### src/rtl/srb_pkg.sv
package srb_pkg;

    typedef enum logic [2:0] {
        ST_PWR_WAIT,
        ST_PG_QUAL,
        ST_REBOOT,
        ST_WORKING,
        ST_SUSPEND,
        ST_SOFT_OFF
    } srb_state_e;

    typedef enum logic [1:0] {
        CAUSE_WAKE,
        CAUSE_GLITCH,
        CAUSE_FULL
    } srb_cause_e;

    localparam logic [1:0] REQ_WORK = 2'b00;
    localparam logic [1:0] REQ_RAM  = 2'b01;
    localparam logic [1:0] REQ_OFF  = 2'b10;

endpackage

### src/rtl/srb_early_timer.sv
module srb_early_timer #(
    parameter int QUAL_TICKS = 16
) (
    input  logic clk,
    input  logic rst_n,
    input  logic supply_ok,
    input  logic pwr_good,
    input  logic ms_tick,
    output logic early_set
);
    localparam int CW = $clog2(QUAL_TICKS + 1);
    localparam logic [CW-1:0] LIMIT = CW'(QUAL_TICKS);

    logic [CW-1:0] tick_cnt;
    logic          pg_q;

    always_ff @(posedge clk) begin
        if (!rst_n) begin
            tick_cnt <= '0;
            pg_q     <= 1'b0;
        end else begin
            pg_q <= pwr_good;
            if (!supply_ok) begin
                tick_cnt <= '0;
            end else if (ms_tick && tick_cnt != LIMIT) begin
                tick_cnt <= tick_cnt + CW'(1);
            end
        end
    end

    // a rise seen before the counter saturates is premature
    assign early_set = pwr_good & ~pg_q & (tick_cnt < LIMIT);

endmodule

### src/rtl/srb_fsm.sv
module srb_fsm
    import srb_pkg::*;
(
    input  logic       clk,
    input  logic       rst_n,
    input  logic       pwr_good,
    input  logic       ms_tick,
    input  logic       req_go,
    input  logic [1:0] req_code,
    input  logic       loss_policy,
    output logic       set_pgfail,
    output logic       set_full,
    output logic       reboot_req,
    output logic       plane_ram_n,
    output logic       plane_off_n
);
    srb_state_e state, nxt_state;
    srb_cause_e cause, nxt_cause;

    // state register; resume reset means a full failure is pending
    always_ff @(posedge clk) begin
        if (!rst_n) begin
            state <= ST_PWR_WAIT;
            cause <= CAUSE_FULL;
        end else begin
            state <= nxt_state;
            cause <= nxt_cause;
        end
    end

    always_comb begin
        nxt_state  = state;
        nxt_cause  = cause;
        set_pgfail = 1'b0;
        set_full   = 1'b0;
        unique case (state)
            ST_PWR_WAIT: begin
                if (pwr_good) begin
                    nxt_state  = ST_PG_QUAL;
                    set_pgfail = (cause == CAUSE_GLITCH);
                    set_full   = (cause == CAUSE_FULL);
                end
            end
            ST_PG_QUAL: begin
                if (!pwr_good) begin
                    nxt_state = ST_PWR_WAIT;
                end else if (ms_tick) begin
                    if (cause == CAUSE_WAKE)
                        nxt_state = ST_WORKING;
                    else if (cause == CAUSE_FULL && loss_policy)
                        nxt_state = ST_SOFT_OFF;
                    else
                        nxt_state = ST_REBOOT;
                end
            end
            ST_REBOOT: begin
                nxt_state = ST_WORKING;
            end
            ST_WORKING: begin
                if (!pwr_good) begin
                    nxt_state = ST_PWR_WAIT;
                    nxt_cause = CAUSE_GLITCH;
                end else if (req_go && req_code == REQ_RAM) begin
                    nxt_state = ST_SUSPEND;
                end else if (req_go && req_code == REQ_OFF) begin
                    nxt_state = ST_SOFT_OFF;
                end
            end
            ST_SUSPEND: begin
                if (req_go && req_code == REQ_WORK) begin
                    nxt_state = ST_PWR_WAIT;
                    nxt_cause = CAUSE_WAKE;
                end else if (req_go && req_code == REQ_OFF) begin
                    nxt_state = ST_SOFT_OFF;
                end
            end
            ST_SOFT_OFF: begin
                if (req_go && req_code == REQ_WORK) begin
                    nxt_state = ST_PWR_WAIT;
                    nxt_cause = CAUSE_WAKE;
                end
            end
            default: begin
                nxt_state = ST_PWR_WAIT;
                nxt_cause = CAUSE_FULL;
            end
        endcase
    end

    // outputs decoded from the registered state only
    always_comb begin
        plane_ram_n = 1'b1;
        plane_off_n = 1'b1;
        reboot_req  = 1'b0;
        unique case (state)
            ST_SUSPEND:  plane_ram_n = 1'b0;
            ST_SOFT_OFF: plane_off_n = 1'b0;
            ST_REBOOT:   reboot_req  = 1'b1;
            default:     ;
        endcase
    end

endmodule

### src/rtl/srb_flags.sv
module srb_flags (
    input  logic clk,
    input  logic rst_n,
    input  logic set_pgfail,
    input  logic set_full,
    input  logic set_early,
    input  logic flag_clr,
    output logic pg_fail,
    output logic full_fail,
    output logic early_pg
);
    always_ff @(posedge clk) begin
        if (!rst_n) begin
            pg_fail   <= 1'b0;
            full_fail <= 1'b0;
            early_pg  <= 1'b0;
        end else begin
            pg_fail   <= set_pgfail | (pg_fail & ~flag_clr);
            early_pg  <= set_early | (early_pg & ~flag_clr);
            full_fail <= set_full | full_fail;
        end
    end

endmodule

### src/rtl/sleep_reboot_ctrl.sv
module sleep_reboot_ctrl #(
    parameter int QUAL_TICKS = 16
) (
    input  logic       clk,
    input  logic       rsm_rst_n,
    input  logic       supply_ok,
    input  logic       pwr_good,
    input  logic       ms_tick,
    input  logic       req_go,
    input  logic [1:0] req_code,
    input  logic       loss_policy,
    input  logic       flag_clr,
    output logic       plane_ram_n,
    output logic       plane_off_n,
    output logic       reboot_req,
    output logic       pg_fail,
    output logic       full_fail,
    output logic       early_pg
);
    logic set_pgfail;
    logic set_full;
    logic set_early;

    srb_early_timer #(.QUAL_TICKS(QUAL_TICKS)) u_timer (
        .clk       (clk),
        .rst_n     (rsm_rst_n),
        .supply_ok (supply_ok),
        .pwr_good  (pwr_good),
        .ms_tick   (ms_tick),
        .early_set (set_early)
    );

    srb_fsm u_fsm (
        .clk         (clk),
        .rst_n       (rsm_rst_n),
        .pwr_good    (pwr_good),
        .ms_tick     (ms_tick),
        .req_go      (req_go),
        .req_code    (req_code),
        .loss_policy (loss_policy),
        .set_pgfail  (set_pgfail),
        .set_full    (set_full),
        .reboot_req  (reboot_req),
        .plane_ram_n (plane_ram_n),
        .plane_off_n (plane_off_n)
    );

    srb_flags u_flags (
        .clk        (clk),
        .rst_n      (rsm_rst_n),
        .set_pgfail (set_pgfail),
        .set_full   (set_full),
        .set_early  (set_early),
        .flag_clr   (flag_clr),
        .pg_fail    (pg_fail),
        .full_fail  (full_fail),
        .early_pg   (early_pg)
    );

endmodule

### config.mk
export PLATFORM = sky130hd
export DESIGN_NAME = sleep_reboot_ctrl
export DESIGN_NICKNAME = d
export VERILOG_FILES = /design/src/rtl/srb_pkg.sv /design/src/rtl/srb_early_timer.sv /design/src/rtl/srb_fsm.sv /design/src/rtl/srb_flags.sv /design/src/rtl/sleep_reboot_ctrl.sv
export SDC_FILE = /design/constraint.sdc
export NUM_CORES = 1
export LEC_CHECK = 0
export BUFFER_PORTS_ARGS = -buffer_cell sky130_fd_sc_hd__buf_2
export CORE_MARGIN = 1.5
export CORE_UTILIZATION = 30
export DETAILED_ROUTE_END_ITERATION = 10
export GPL_TIMING_DRIVEN = 0
export SLEW_MARGIN = 20
export SYNTH_ARGS = -nofsm -noshare
export SYNTH_HDL_FRONTEND = slang
export SYNTH_SLANG_ARGS = --single-unit
### constraint.sdc
create_clock -name clk -period 3.5 [get_ports clk]
set_input_delay 0.525 -clock clk [delete_from_list [all_inputs] [get_ports clk]]
set_output_delay 0.525 -clock clk [all_outputs]
set_load 0.02 [all_outputs]
==> reports/metrics.csv <==
metric,value,unit
result_of_the_run,finished clean,
min-delay-path-class,reg -> reg,
cts_resized,0,
post-cts-setup-buffers,0,
critical_path_class,reg -> out,
place_congestion,0.867,
diodes,0,
cts_sinks,14,
h-tree-depth,1,
worstSetupStartpointType,flip-flop,
die_x,54.2,um
proportion_of_layout_cells_with_a_drive_suffix_above_1,22.3,%
grt_first_pass_wirelength,2.88,mm
synth_compound_gate_area_share,18.2,%
drc,0,
finalSetupViolCount,0,
layout_min_cycle_time,1.78,ns
postSynthNetCount,105,
post_synth_fa_ha_maj_area_fraction,3.18,%
gr-total-overflow,0,
vdd.ir_drop.worst,0.000166,V
post_synth_main_area_contributors,"dfxtp_1, nand2_1, xor2_1, nor2_1, o32ai_1",
largest_net_degree_at_the_start_of_global_routing,11,
post-route-util,37.7,%
synth_largest_type_area_fraction,35.7,%
post_dr_vias_cell,5.21,
starting_utilization_of_the_core_area,31.7,%
cts_buffer_depth,2,
finalHoldViolCount,0,
detail_route.wirelength,1.73,mm
numPortBuffers,15,
final.setup_skew,0.00449,ns
area_growth_syn_to_layout,18.9,%
cts_root_buf,clkbuf_4,
cp_num_buf_inv,2,
post_synth_num_cell_types,37,
dieHeight,54.2,um
postCtsHoldBufs,0,
crit_path_max_fanout,10,
core.rowCount,18,
yosys-mux-area-fraction,0,%
max_slew.worst_pin.slew,0.292,ns
cts_tree,yes,
p_leak,0.367,nW
final_antenna_net_count,0,
cellPowerDensity,386,nW/um^2
synth_xor_xnor_area_share,5.57,%
maxCapViolCount,0,
cts.clk_slew.worst_paths,0.09,ns
mappedNetlistArea,786,sq um
synth_warnings,0,
io_pins,16,
crit_path_cell_trace,buf_6 -> nor2_1 -> and2_1 -> buf_2,
core_area,2480,sq um
nets,125,
slew_viol_final,0,
timing.final.crit_share,50.7,%
cts_inserted_buffers,3,
worst_path_dominant_cell_family,flip-flops,
achievable-frequency,563,MHz
synth-simple-area-share,32.2,%
leading_area_contributor_after_synthesis,dfxtp_1,
arrival,1.25,ns
synth_top_family_by_area,simple AND/OR/NAND/NOR gates,
syn_avg_cell_area,8.45,sq um
routed-via-count,740,
clock_insertion_delay_worst_skew,0.27,ns
place.detailed.hpwl,1.28,mm
yosys_register_bits,14,
grt_pass1_vias,662,
synth-seq-area-share,35.7,%
initial_antenna_violation_count,0,
avgRoutedWirePerCell,12.2,um
synth_cells,93,
drt_first_pass_iters,4,
die_area,2930,sq um
slew_headroom,80.5,%
gr-usage-all-layers,13.2,%
detail_route.iter0.violations,12,
worstPathRequired,2.97,ns
rsz0062_at_grt,false,
max_stage_delay,0.34,ns
whs,0.480,ns
timing.critical_path.to_type,primary output,
cpMaxStageDelayCell,dfxtp_1,
fin_setup_tns,0,ns
worst paths after layout:
kind                                                  start                           to  slack [ns]  depth (start not counted)
worst max-delay path            u_fsm.state[2]$_SDFFE_PN0P_                   reboot_req        1.72                          4
worst min-delay path             u_flags.pg_fail$_SDFF_PN0_   u_flags.pg_fail$_SDFF_PN0_        0.48                          2
worst max register to register  u_fsm.state[0]$_SDFFE_PN0P_  u_fsm.state[1]$_SDFFE_PN0P_        2.12                          3
worst min register to register   u_flags.pg_fail$_SDFF_PN0_   u_flags.pg_fail$_SDFF_PN0_        0.48                          2
worst reg2reg max path: cells and delay by family, from the launching register on:
kind | cells | cell delay, ns
buffers and inverters | 1 | 0.10
DFF | 1 | 0.49
AOI/OAI and AO/OA | 1 | 0.18
and+or+nand+nor | 1 | 0.54
power by group:
| part | switching, mW | internal (mW) |
|---|---|---|
| Sequential | 0.00975 | 0.168 |
| Combinational | 0.0381 | 0.0303 |
| Clock | 0.0517 | 0.0632 |
final cells by class:
| cell class | instances | area, sq um |
|---|---|---|
| well taps | 30 | 37.5 |
| repair buffers | 15 | 75.1 |
| plain buffers | 2 | 18.8 |
| clock buffers | 4 | 36.3 |
| multi-input cells | 71 | 464 |
| flip-flops and latches | 14 | 280 |
| fillers | 269 | 1540 |
| inverters | 6 | 22.5 |
layout by cell type, fill, tap and decap left out, types with 2 or more instances in the layout:
master / n
dfxtp_1: 14
ha_1: 2
inv_1: 5
clkbuf_4: 3
o32ai_1: 3
a21oi_1: 2
nand2_1: 12
and3b_1: 2
nor2_1: 8
xor2_1: 4
nor2b_1: 3
nand2b_1: 3
and2_1: 4
nand4_1: 3
nor3b_1: 2
o22ai_1: 2
buf_2: 15
nand3_1: 3
cells in the mapped netlist, drive strengths merged:
master / count
nand4bb: 1
o21a: 1
o21ai: 2
o22ai: 2
nand4b: 1
o32a: 1
ha: 2
a41oi: 1
xnor2: 1
nor2: 8
o32ai: 3
nand4: 3
or4: 1
a32oi: 1
inv: 6
nor2b: 3
and3b: 2
nor3b: 2
nand2: 12
nand3: 3
a31oi: 1
nand2b: 3
and2: 4
a22oi: 1
dfxtp: 14
a21oi: 2
and2b: 1
or3b: 1
a21boi: 1
o31ai: 1
buf: 2
xor2: 4
a211oi: 1
o211ai: 1
layer usage:
metal  vias up  share of wire (%)  global-route usage (%)
met1       343                 50                    18.3
met3         0                5.3                    1.67
li1        373                  -                       -
met5         -                  0                       0
met2        24                 45                    21.3
met4         0                  0                    3.75
metrics by stage:
stage          instances  instance area (sq um)  setup slack, ns  total power, mW
2_1_floorplan         93                    786             2.11            0.225
3_3_place_gp         138                    898             1.93            0.248
3_5_place_dp         138                    898             1.92            0.249
4_1_cts              142                    935             1.72            0.363
5_1_grt              142                    935             1.63            0.379
6_report             142                    935             1.72            0.361
sequential cells by signal, summed over array words and instances, names as in the netlist:
name	count
u_flags.early_pg	1
u_flags.full_fail	1
u_flags.pg_fail	1
u_fsm.cause	2
u_fsm.state	3
u_timer.pg_q	1
u_timer.tick_cnt	5
cells by family after synthesis:
logic type | after synthesis
simple gates | 45
compound gates | 19
flops | 14
buf+inv | 8
xor+xnor | 5
fa+ha+maj | 2
No activity file was read; power rests on OpenSTA's default activity.
